### config.mk
export PLATFORM = sky130hd
export DESIGN_NAME = uart_lb_xcvr
export DESIGN_NICKNAME = d
export VERILOG_FILES = /design/src/rtl/uart_lb_xcvr.sv
export SDC_FILE = /design/constraint.sdc
export NUM_CORES = 1
export LEC_CHECK = 0
export ABC_CLOCK_PERIOD_IN_PS = 3550
export BUFFER_PORTS_ARGS = -buffer_cell sky130_fd_sc_hd__buf_2
export CAP_MARGIN = 5
export CORE_MARGIN = 1
export CORE_UTILIZATION = 39
export DETAILED_ROUTE_END_ITERATION = 6
export PLACE_DENSITY = 0.68
export SLEW_MARGIN = 20
export SYNTH_ARGS = -nofsm -noshare
export SYNTH_HDL_FRONTEND = slang
export SYNTH_SLANG_ARGS = --single-unit
### constraint.sdc
create_clock -name clk -period 3.55 [get_ports clk]
set_clock_uncertainty 0.2 [all_clocks]
set_input_delay 0.1775 -clock clk [delete_from_list [all_inputs] [get_ports clk]]
set_output_delay 0.1775 -clock clk [all_outputs]
set_load 0.005 [all_outputs]
### src/rtl/uart_lb_xcvr.sv
module uart_lb_xcvr #(
  parameter int OSR = 16
) (
  input  logic       clk,
  input  logic       rst_n,
  input  logic       baud_tick,
  input  logic [1:0] word_len,
  input  logic [2:0] parity_mode,
  input  logic       stop_two,
  input  logic       loopback,
  input  logic       wr_en,
  input  logic [7:0] wr_data,
  input  logic       rd_en,
  output logic [7:0] rd_data,
  output logic       data_ready,
  output logic       parity_err,
  output logic       framing_err,
  output logic       thr_empty,
  output logic       tx_empty,
  input  logic       ie_rx,
  input  logic       ie_thre,
  input  logic       ie_line,
  output logic       irq,
  input  logic       rts_bit,
  output logic       rts_out,
  input  logic       cts_in,
  output logic       cts_status,
  input  logic       sin,
  output logic       sout
);
  localparam int TCW = $clog2(OSR);
  localparam logic [TCW-1:0] TC_LAST = TCW'(OSR - 1);
  localparam logic [TCW-1:0] TC_HALF = TCW'(OSR / 2 - 1);
  localparam int FW = 12;

  typedef enum logic [2:0] {RX_IDLE, RX_START, RX_DATA, RX_PAR, RX_STOP} rx_st_t;

  function automatic logic par_of(input logic [7:0] d, input logic [2:0] m);
    case (m)
      3'd1:    return ~^d;
      3'd2:    return ^d;
      3'd3:    return 1'b1;
      default: return 1'b0;
    endcase
  endfunction

  logic [2:0] nb_m1;
  logic       par_en;
  logic [7:0] dmask;
  assign nb_m1  = {1'b1, word_len};
  assign par_en = parity_mode inside {3'd1, 3'd2, 3'd3, 3'd4};
  assign dmask  = 8'hFF >> (2'd3 - word_len);

  // transmitter
  logic [7:0]     thr;
  logic           thr_full, tx_busy;
  logic [FW-1:0]  tx_sr, tx_frame;
  logic [3:0]     tx_left, tx_len;
  logic [TCW-1:0] tx_tc;
  logic           tx_line;

  always_comb begin
    tx_frame    = '1;
    tx_frame[0] = 1'b0;
    for (int i = 0; i < 8; i++)
      if (3'(i) <= nb_m1) tx_frame[1+i] = thr[i];
    if (par_en) tx_frame[4'(nb_m1) + 4'd2] = par_of(thr & dmask, parity_mode);
  end

  assign tx_len  = 4'(nb_m1) + 4'd3 + {3'b0, par_en} + {3'b0, stop_two};
  assign tx_line = tx_busy ? tx_sr[0] : 1'b1;

  always_ff @(posedge clk or negedge rst_n) begin
    if (!rst_n) begin
      thr      <= '0;
      thr_full <= 1'b0;
      tx_busy  <= 1'b0;
      tx_sr    <= '1;
      tx_left  <= '0;
      tx_tc    <= '0;
    end else begin
      if (!tx_busy && thr_full) begin
        tx_busy <= 1'b1;
        tx_sr   <= tx_frame;
        tx_left <= tx_len;
        tx_tc   <= '0;
      end else if (tx_busy && baud_tick) begin
        if (tx_tc == TC_LAST) begin
          tx_tc   <= '0;
          tx_sr   <= {1'b1, tx_sr[FW-1:1]};
          tx_left <= tx_left - 4'd1;
          if (tx_left == 4'd1) tx_busy <= 1'b0;
        end else begin
          tx_tc <= tx_tc + 1'b1;
        end
      end
      if (wr_en) begin
        thr      <= wr_data;
        thr_full <= 1'b1;
      end else if (!tx_busy && thr_full) begin
        thr_full <= 1'b0;
      end
    end
  end

  assign thr_empty = ~thr_full;
  assign tx_empty  = ~thr_full & ~tx_busy;

  a_r1_stop_high: assert property (@(posedge clk) disable iff (!rst_n)
    tx_busy && tx_left == 4'd1 |-> tx_sr[0]);
  a_r8_write_fills: assert property (@(posedge clk) disable iff (!rst_n)
    wr_en |=> !thr_empty);

  // receiver
  rx_st_t         rx_st;
  logic           rx_s1, rx_s2, rx_armed, rx_pbit;
  logic [TCW-1:0] rx_tc;
  logic [2:0]     rx_idx;
  logic [7:0]     rx_sh, rbr;
  logic           pe_q, fe_q, dr_q;
  logic           rx_src;

  assign rx_src = loopback ? tx_line : sin;

  always_ff @(posedge clk or negedge rst_n) begin
    if (!rst_n) begin
      rx_s1    <= 1'b1;
      rx_s2    <= 1'b1;
      rx_st    <= RX_IDLE;
      rx_armed <= 1'b0;
      rx_pbit  <= 1'b0;
      rx_tc    <= '0;
      rx_idx   <= '0;
      rx_sh    <= '0;
      rbr      <= '0;
      dr_q     <= 1'b0;
      pe_q     <= 1'b0;
      fe_q     <= 1'b0;
    end else begin
      rx_s1 <= rx_src;
      rx_s2 <= rx_s1;
      if (rd_en) begin
        dr_q <= 1'b0;
        pe_q <= 1'b0;
        fe_q <= 1'b0;
      end
      if (baud_tick) begin
        case (rx_st)
          RX_IDLE: begin
            if (rx_s2) rx_armed <= 1'b1;
            else if (rx_armed) begin
              rx_st    <= RX_START;
              rx_tc    <= '0;
              rx_armed <= 1'b0;
            end
          end
          RX_START: begin
            if (rx_tc == TC_HALF) begin
              rx_tc <= '0;
              if (!rx_s2) begin
                rx_st  <= RX_DATA;
                rx_idx <= '0;
                rx_sh  <= '0;
              end else begin
                rx_st <= RX_IDLE;
              end
            end else rx_tc <= rx_tc + 1'b1;
          end
          RX_DATA: begin
            if (rx_tc == TC_LAST) begin
              rx_tc         <= '0;
              rx_sh[rx_idx] <= rx_s2;
              if (rx_idx == nb_m1) rx_st <= par_en ? RX_PAR : RX_STOP;
              else rx_idx <= rx_idx + 1'b1;
            end else rx_tc <= rx_tc + 1'b1;
          end
          RX_PAR: begin
            if (rx_tc == TC_LAST) begin
              rx_tc   <= '0;
              rx_pbit <= rx_s2;
              rx_st   <= RX_STOP;
            end else rx_tc <= rx_tc + 1'b1;
          end
          default: begin
            if (rx_tc == TC_LAST) begin
              rx_tc <= '0;
              rbr   <= rx_sh;
              dr_q  <= 1'b1;
              pe_q  <= par_en && (rx_pbit != par_of(rx_sh, parity_mode));
              fe_q  <= ~rx_s2;
              rx_st <= RX_IDLE;
            end else rx_tc <= rx_tc + 1'b1;
          end
        endcase
      end
    end
  end

  assign rd_data     = rbr;
  assign data_ready  = dr_q;
  assign parity_err  = pe_q;
  assign framing_err = fe_q;

  a_r4_glitch_reject: assert property (@(posedge clk) disable iff (!rst_n)
    rx_st == RX_START && baud_tick && rx_tc == TC_HALF && rx_s2 |=> rx_st == RX_IDLE);
  a_r3_ready_on_stop: assert property (@(posedge clk) disable iff (!rst_n)
    rx_st == RX_STOP && baud_tick && rx_tc == TC_LAST |=> data_ready);
  a_r7_read_clears: assert property (@(posedge clk) disable iff (!rst_n)
    $fell(data_ready) |-> $past(rd_en));

  // modem lines, line output, interrupt
  assign sout       = loopback ? 1'b1 : tx_line;
  assign rts_out    = rts_bit & ~loopback;
  assign cts_status = loopback ? rts_bit : cts_in;
  assign irq        = (ie_rx & dr_q) | (ie_thre & thr_empty) | (ie_line & (pe_q | fe_q));
endmodule

* After elaboration in Yosys (flattened, before gate mapping)
Index checks and enable logic that the tools add are counted.
** Storage, ports and cells
- Output and inout bits :: 17
- Flip-flop bits (word level) :: 63
- Input bits :: 26
** Operators by class
- Reduce and logical (&&, ||, !) cells :: 28
- Equality and inequality tests :: 21
- Bitwise gates (word level) :: 14
- Muxes and demuxes :: 77
- Shifts and indexed selects :: 1
- Add/sub/neg operators :: 9
- Order comparisons :: 12
** Operators with widths (number)
- 12-bit 2-to-1 mux :: 4
- 4-bit 2-to-1 mux :: 10
- 1-bit 2-to-1 mux :: 37
- 3-bit 2-to-1 mux :: 12
- 8-bit 2-to-1 mux :: 3
- 2-bit != test (second input constant) :: 8
- 8-bit one-hot mux with 2 select lines :: 1
- 8-bit XNOR reduction :: 2
- 8-bit XOR reduction :: 2
- 12-bit bitwise mux :: 1
- 3-bit by 2-bit == test with 1-bit output (second input constant) :: 4
- 3-bit <= comparator (first input constant) :: 4
- 3-bit one-hot mux with 4 select lines :: 1
- 3-bit AND reduction :: 4
- 2-bit nonzero test :: 5
- 3-bit by 2-bit adder with 4-bit output (second input constant) :: 2
- 4-bit by 1-bit adder with 4-bit output :: 2
- 4-bit by 1-bit adder with 4-bit output (second input constant) :: 2
- 8-bit bitwise AND :: 1
- 8-bit bitwise mux :: 1
- 4-bit == test (second input constant) :: 2
- 4-bit one-hot mux with 2 select lines :: 1
- 8-bit AND reduction :: 1
- 8-bit by 2-bit >> shifter with 8-bit output (first input constant) :: 1
- 32 further kinds :: 51

* Longest topological paths before layout
- Word-level depth :: 10
- Gate-level depth with buffers :: 10
- Depth with buffers taken out :: 10

* Least setup slack after synthesis
No wires, ideal clock.
- Path type :: register to register
- Start :: register thr[0]
- End :: register tx_sr[7]
- Required time :: 3.257 ns
- Cell stages (with the launch flop) :: 7
- Arrival time :: 1.970 ns
- Slack :: 1.287 ns
- Path through :: dfrtp_1 xnor3_2 xnor2_1 or4_4 a211o_1 a311oi_1 o22ai_1
** On the way
- Cells in the longest elaborated chain, start to end :: 7
** Ends and longest elaborated chain
- start, declared :: RTL line 55 : logic [7:0] thr;
- start signal, assigned :: RTL line 98 : thr <= wr_data;
- 8-bit bitwise AND * :: RTL line 67 : if (par_en) tx_frame[4'(nb_m1) + 4'd2] = par_of(thr & dmask, parity_mode);
- 8-bit XOR reduction or 8-bit XNOR reduction (tied branches) :: RTL line 41, 40
- 1-bit one-hot mux with 3 select lines * :: RTL line 39 : case (m)
- 1-bit 2-to-1 mux * :: RTL line 67
- 12-bit bitwise mux * :: RTL line 67
- 12-bit 2-to-1 mux * :: RTL line 67
- 12-bit 2-to-1 mux * :: RTL line 82 : if (!tx_busy && thr_full) begin
- end signal, assigned :: RTL line 84 : tx_sr <= tx_frame;
- end signal, assigned :: RTL line 90 : tx_sr <= {1'b1, tx_sr[FW-1:1]};
- end, declared :: RTL line 57 : logic [FW-1:0] tx_sr, tx_frame;
Every way passes the cells marked *; elsewhere a longest branch is shown, timed or not. The select of a mux whose other input is x is not followed.
A chain may end at the register's enable or synchronous reset.

* Worst setup path in the final report
- Start :: input port word_len[1]
- End :: register tx_sr[7]
** On the way
- Cells in the longest elaborated chain, start to end :: 9
** Ends and longest elaborated chain
- start, declared :: RTL line 7 : input logic [1:0] word_len,
- branches (longest 7 deep; another with 4-bit by 5-bit less-than comparator with 1-bit output)
- 12-bit 2-to-1 mux * :: RTL line 67
- 12-bit 2-to-1 mux * :: RTL line 82
Every way passes the cells marked *. The select of a mux whose other input is x is not followed.

==> flow_metrics.env <==
export IMPL_status="complete, no violations"
export IMPL_crit_slowest_cell="dlygate4sd3_1"
export IMPL_place_area_um2=3640
export IMPL_dp_hpwl_um=4890
export IMPL_start_util=0.405
export IMPL_rrSetupSlack_ns=1.18
export IMPL_async_flop_share=1.00
export IMPL_area_growth_syn_to_layout_pct=21.0
export IMPL_detail_route_antenna_nets=0
export IMPL_crit_chain="dlygate4sd3_1 -> buf_2 -> inv_1 -> a211oi_1 -> or4_4 -> a211o_1 -> a311oi_1 -> o22ai_1"
export IMPL_synth_seq_cells=63
export IMPL_die_h_um=94.6
export IMPL_critPathMaxStageDelay_ns=0.55
export IMPL_routed_wl_um=6860
export IMPL_drc=0
export IMPL_path_class="in2reg"
export IMPL_postCtsSetupRepairBufs=0
export IMPL_cts_reportedPaths_clkPinSlew_ns=0.07
export IMPL_total_power_uw=2550
export IMPL_synth_cells=348
export IMPL_p_per_area_nw_per_um2=630
export IMPL_htreeDepth=3
export IMPL_setup_tns_final_ns=0
export IMPL_final_nets=437
export IMPL_grt_overflow_total=0
export IMPL_maxSlewHeadroom=0.539
export IMPL_grt_setup_unrepaired="false"
export IMPL_r2r_end="tx_sr[7]"
export IMPL_period_share=0.672
export IMPL_startpoint_type="primary input"
export IMPL_synth_edf_count=0
export IMPL_num_rows=33
export IMPL_cts_tree="yes"
export IMPL_pin_count=43
export IMPL_cts_buffer_depth=2
export IMPL_root_buffer="clkbuf_8"
export IMPL_core_area_um2=8260
export IMPL_dp_cells=481
export IMPL_drtIter0Drc=112
export IMPL_synth_top_flop_cell="dfrtp_1"
export IMPL_cts_sinks=63
export IMPL_grt_max_degree=33
export IMPL_r2r_start="thr[0]"
export IMPL_critical_path_startpoint="word_len[1]"
export IMPL_max_vdd_ir_drop_mv=0.196
export IMPL_fin_crit_ns=2.39
export IMPL_setup_ws_ns=1.16
export IMPL_grt_first_pass_wirelength_um=11600
export IMPL_cts_resized=0
export IMPL_worstHoldEndpoint="rx_armed"
export IMPL_grt_use_total=0.170
export IMPL_setup_viol=0
export IMPL_min_path_cells=3
export IMPL_tightest_slew_ns=0.691
export IMPL_slew_viol_final=0
export IMPL_synth_yosys_warnings=0
export IMPL_rr_worst_depth=6
export IMPL_dp_slack_ns=1.16
export IMPL_clock_latency_ns=0.35
export IMPL_die_area_um2=8950
export IMPL_crit_required_ns=3.62
export IMPL_antenna_found_initial=0
export IMPL_drv_cap=0
export IMPL_endpoint_kind="flop"
export IMPL_dieWidth_um=94.6
export IMPL_wl_per_cell_um=13.4
export IMPL_netlist_area_um2=3340
export IMPL_syn_num_nets=383
export IMPL_path_max_fanout=9
export IMPL_gp_congestion=0.829
export IMPL_min_from="baud_tick"
export IMPL_numCtsBuffers=9
export IMPL_seq_area_frac_synth=0.477
export IMPL_synth_distinct_cells=47
export IMPL_clock_fmax_mhz=419
export IMPL_dr_pass1_iters=4
export IMPL_final_layout_size_suffix_gt1_frac=0.238
export IMPL_hold_violations=0
export IMPL_first_global_vias=2504
export IMPL_port_buffers=42
export IMPL_p_leak_uw=0.00185
export IMPL_final_area_um2=4050
export IMPL_arrival_ns=2.46
export IMPL_via_per_inst=5.24
export IMPL_syn_avg_cell_area_um2=9.61
export IMPL_hold_path_class="in2reg"
export IMPL_final_cells=513
export IMPL_num_vias=2686
## layout make-up
cell class,instances,area (um^2)
multi-input cells,252,1630
diodes,1,2.50
inverters,16,60.1
flip-flops and latches,63,1590
clock inverters,3,90.1
clock buffers,13,159
repair buffers,60,383
fillers,781,4210
well taps,105,131
## metal layers
metal | up-vias | track usage | wire, um
li1 | 1330 | - | -
met1 | 1298 | 0.219 | 3150
met2 | 48 | 0.268 | 3270
met3 | 10 | 0.0451 | 316
met4 | 0 | 0.0758 | 129
met5 | - | 0 | 0
## registers in the layout (all words and copies together) (netlist names), 3 cells and up
name,cells
tx_sr,12
rd_data,8
rx_sh,8
thr,8
rx_tc,4
tx_left,4
tx_tc,4
rx_idx,3
rx_st,3
## layout by cell type, fill, tap and decap left out, types with 4 or more instances in the layout
cell	instances
xor2_1	6
mux2_2	20
o31ai_1	6
nor3_1	4
nand2_1	42
dfstp_2	14
dfrtp_1	49
nand3_1	14
o21ai_0	31
buf_2	42
dlygate4sd3_1	15
nor2_1	30
a31oi_1	15
inv_1	16
nand2b_1	8
o21ai_1	5
clkbuf_8	11
ha_1	8
xnor2_1	12
## stage by stage
| stage | util | hold WS (ns) |
|---|---|---|
| global placement | 0.441 | 0.0788 |
| CTS | 0.490 | 0.0111 |
| detailed placement | 0.441 | 0.0719 |
| global route | 0.490 | 0.0703 |
| finish | 0.490 | 0.0267 |
| floorplan | - | -0.318 |
## critical path: cells and delay by family
family,cells,cell delay (ns)
buffers and inverters,3,0.93
and+or+nand+nor,1,0.54
AOI/OAI and AO/OA,4,0.81
## kinds of logic after synthesis
group,share of synthesized area
fa+ha+maj,0.0359
compound gates,0.155
xor+xnor,0.0591
flops,0.477
simple gates,0.166
buf+inv,0.0374
mux,0.0703
## synth_stat cells, types with 2 or more instances
library cell	instances	area (um^2)
mux2_2	20	225
nor2b_1	3	18.8
nand2b_1	8	50.1
nand3_1	14	70.1
a22o_1	3	26.3
nor3_1	4	20.0
xor2_1	6	52.6
o21ai_0	31	155
ha_1	8	100
clkbuf_1	16	60.1
a31oi_1	15	93.8
a21o_1	3	22.5
o211ai_1	3	22.5
a21oi_1	3	15.0
nor4_1	2	12.5
dfstp_2	14	368
a41oi_1	2	17.5
nand3b_1	3	22.5
nor3b_1	3	22.5
nand2_1	42	158
dfrtp_1	49	1230
nor2_1	30	113
inv_1	16	60.1
and3_1	3	18.8
or3_1	3	18.8
xnor2_1	12	105
o31ai_1	6	45.0
o22ai_1	3	18.8
o21ai_1	5	25.0
## how the worst max path moves through the flow
stage,to,depth (start not counted)
after floorplan,tx_sr[7],6
after global placement,tx_sr[7],6
after detailed placement,tx_sr[7],6
after CTS,tx_sr[7],6
after global routing,rx_idx[2],6
final,tx_sr[7],8
## power by group
group / total (uW) / switching (uW) / internal [uW]
sequential: 1110 / 178 / 937
combinational: 658 / 343 / 314
clock: 775 / 269 / 506
total: 2550 / 790 / 1760
## repair_timing
action	in CTS	in global routing
setup endpoints to repair	0	0
endpoints found under the hold margin	37	0
hold buffers	15	0
Power figures use the tool's default switching activity.
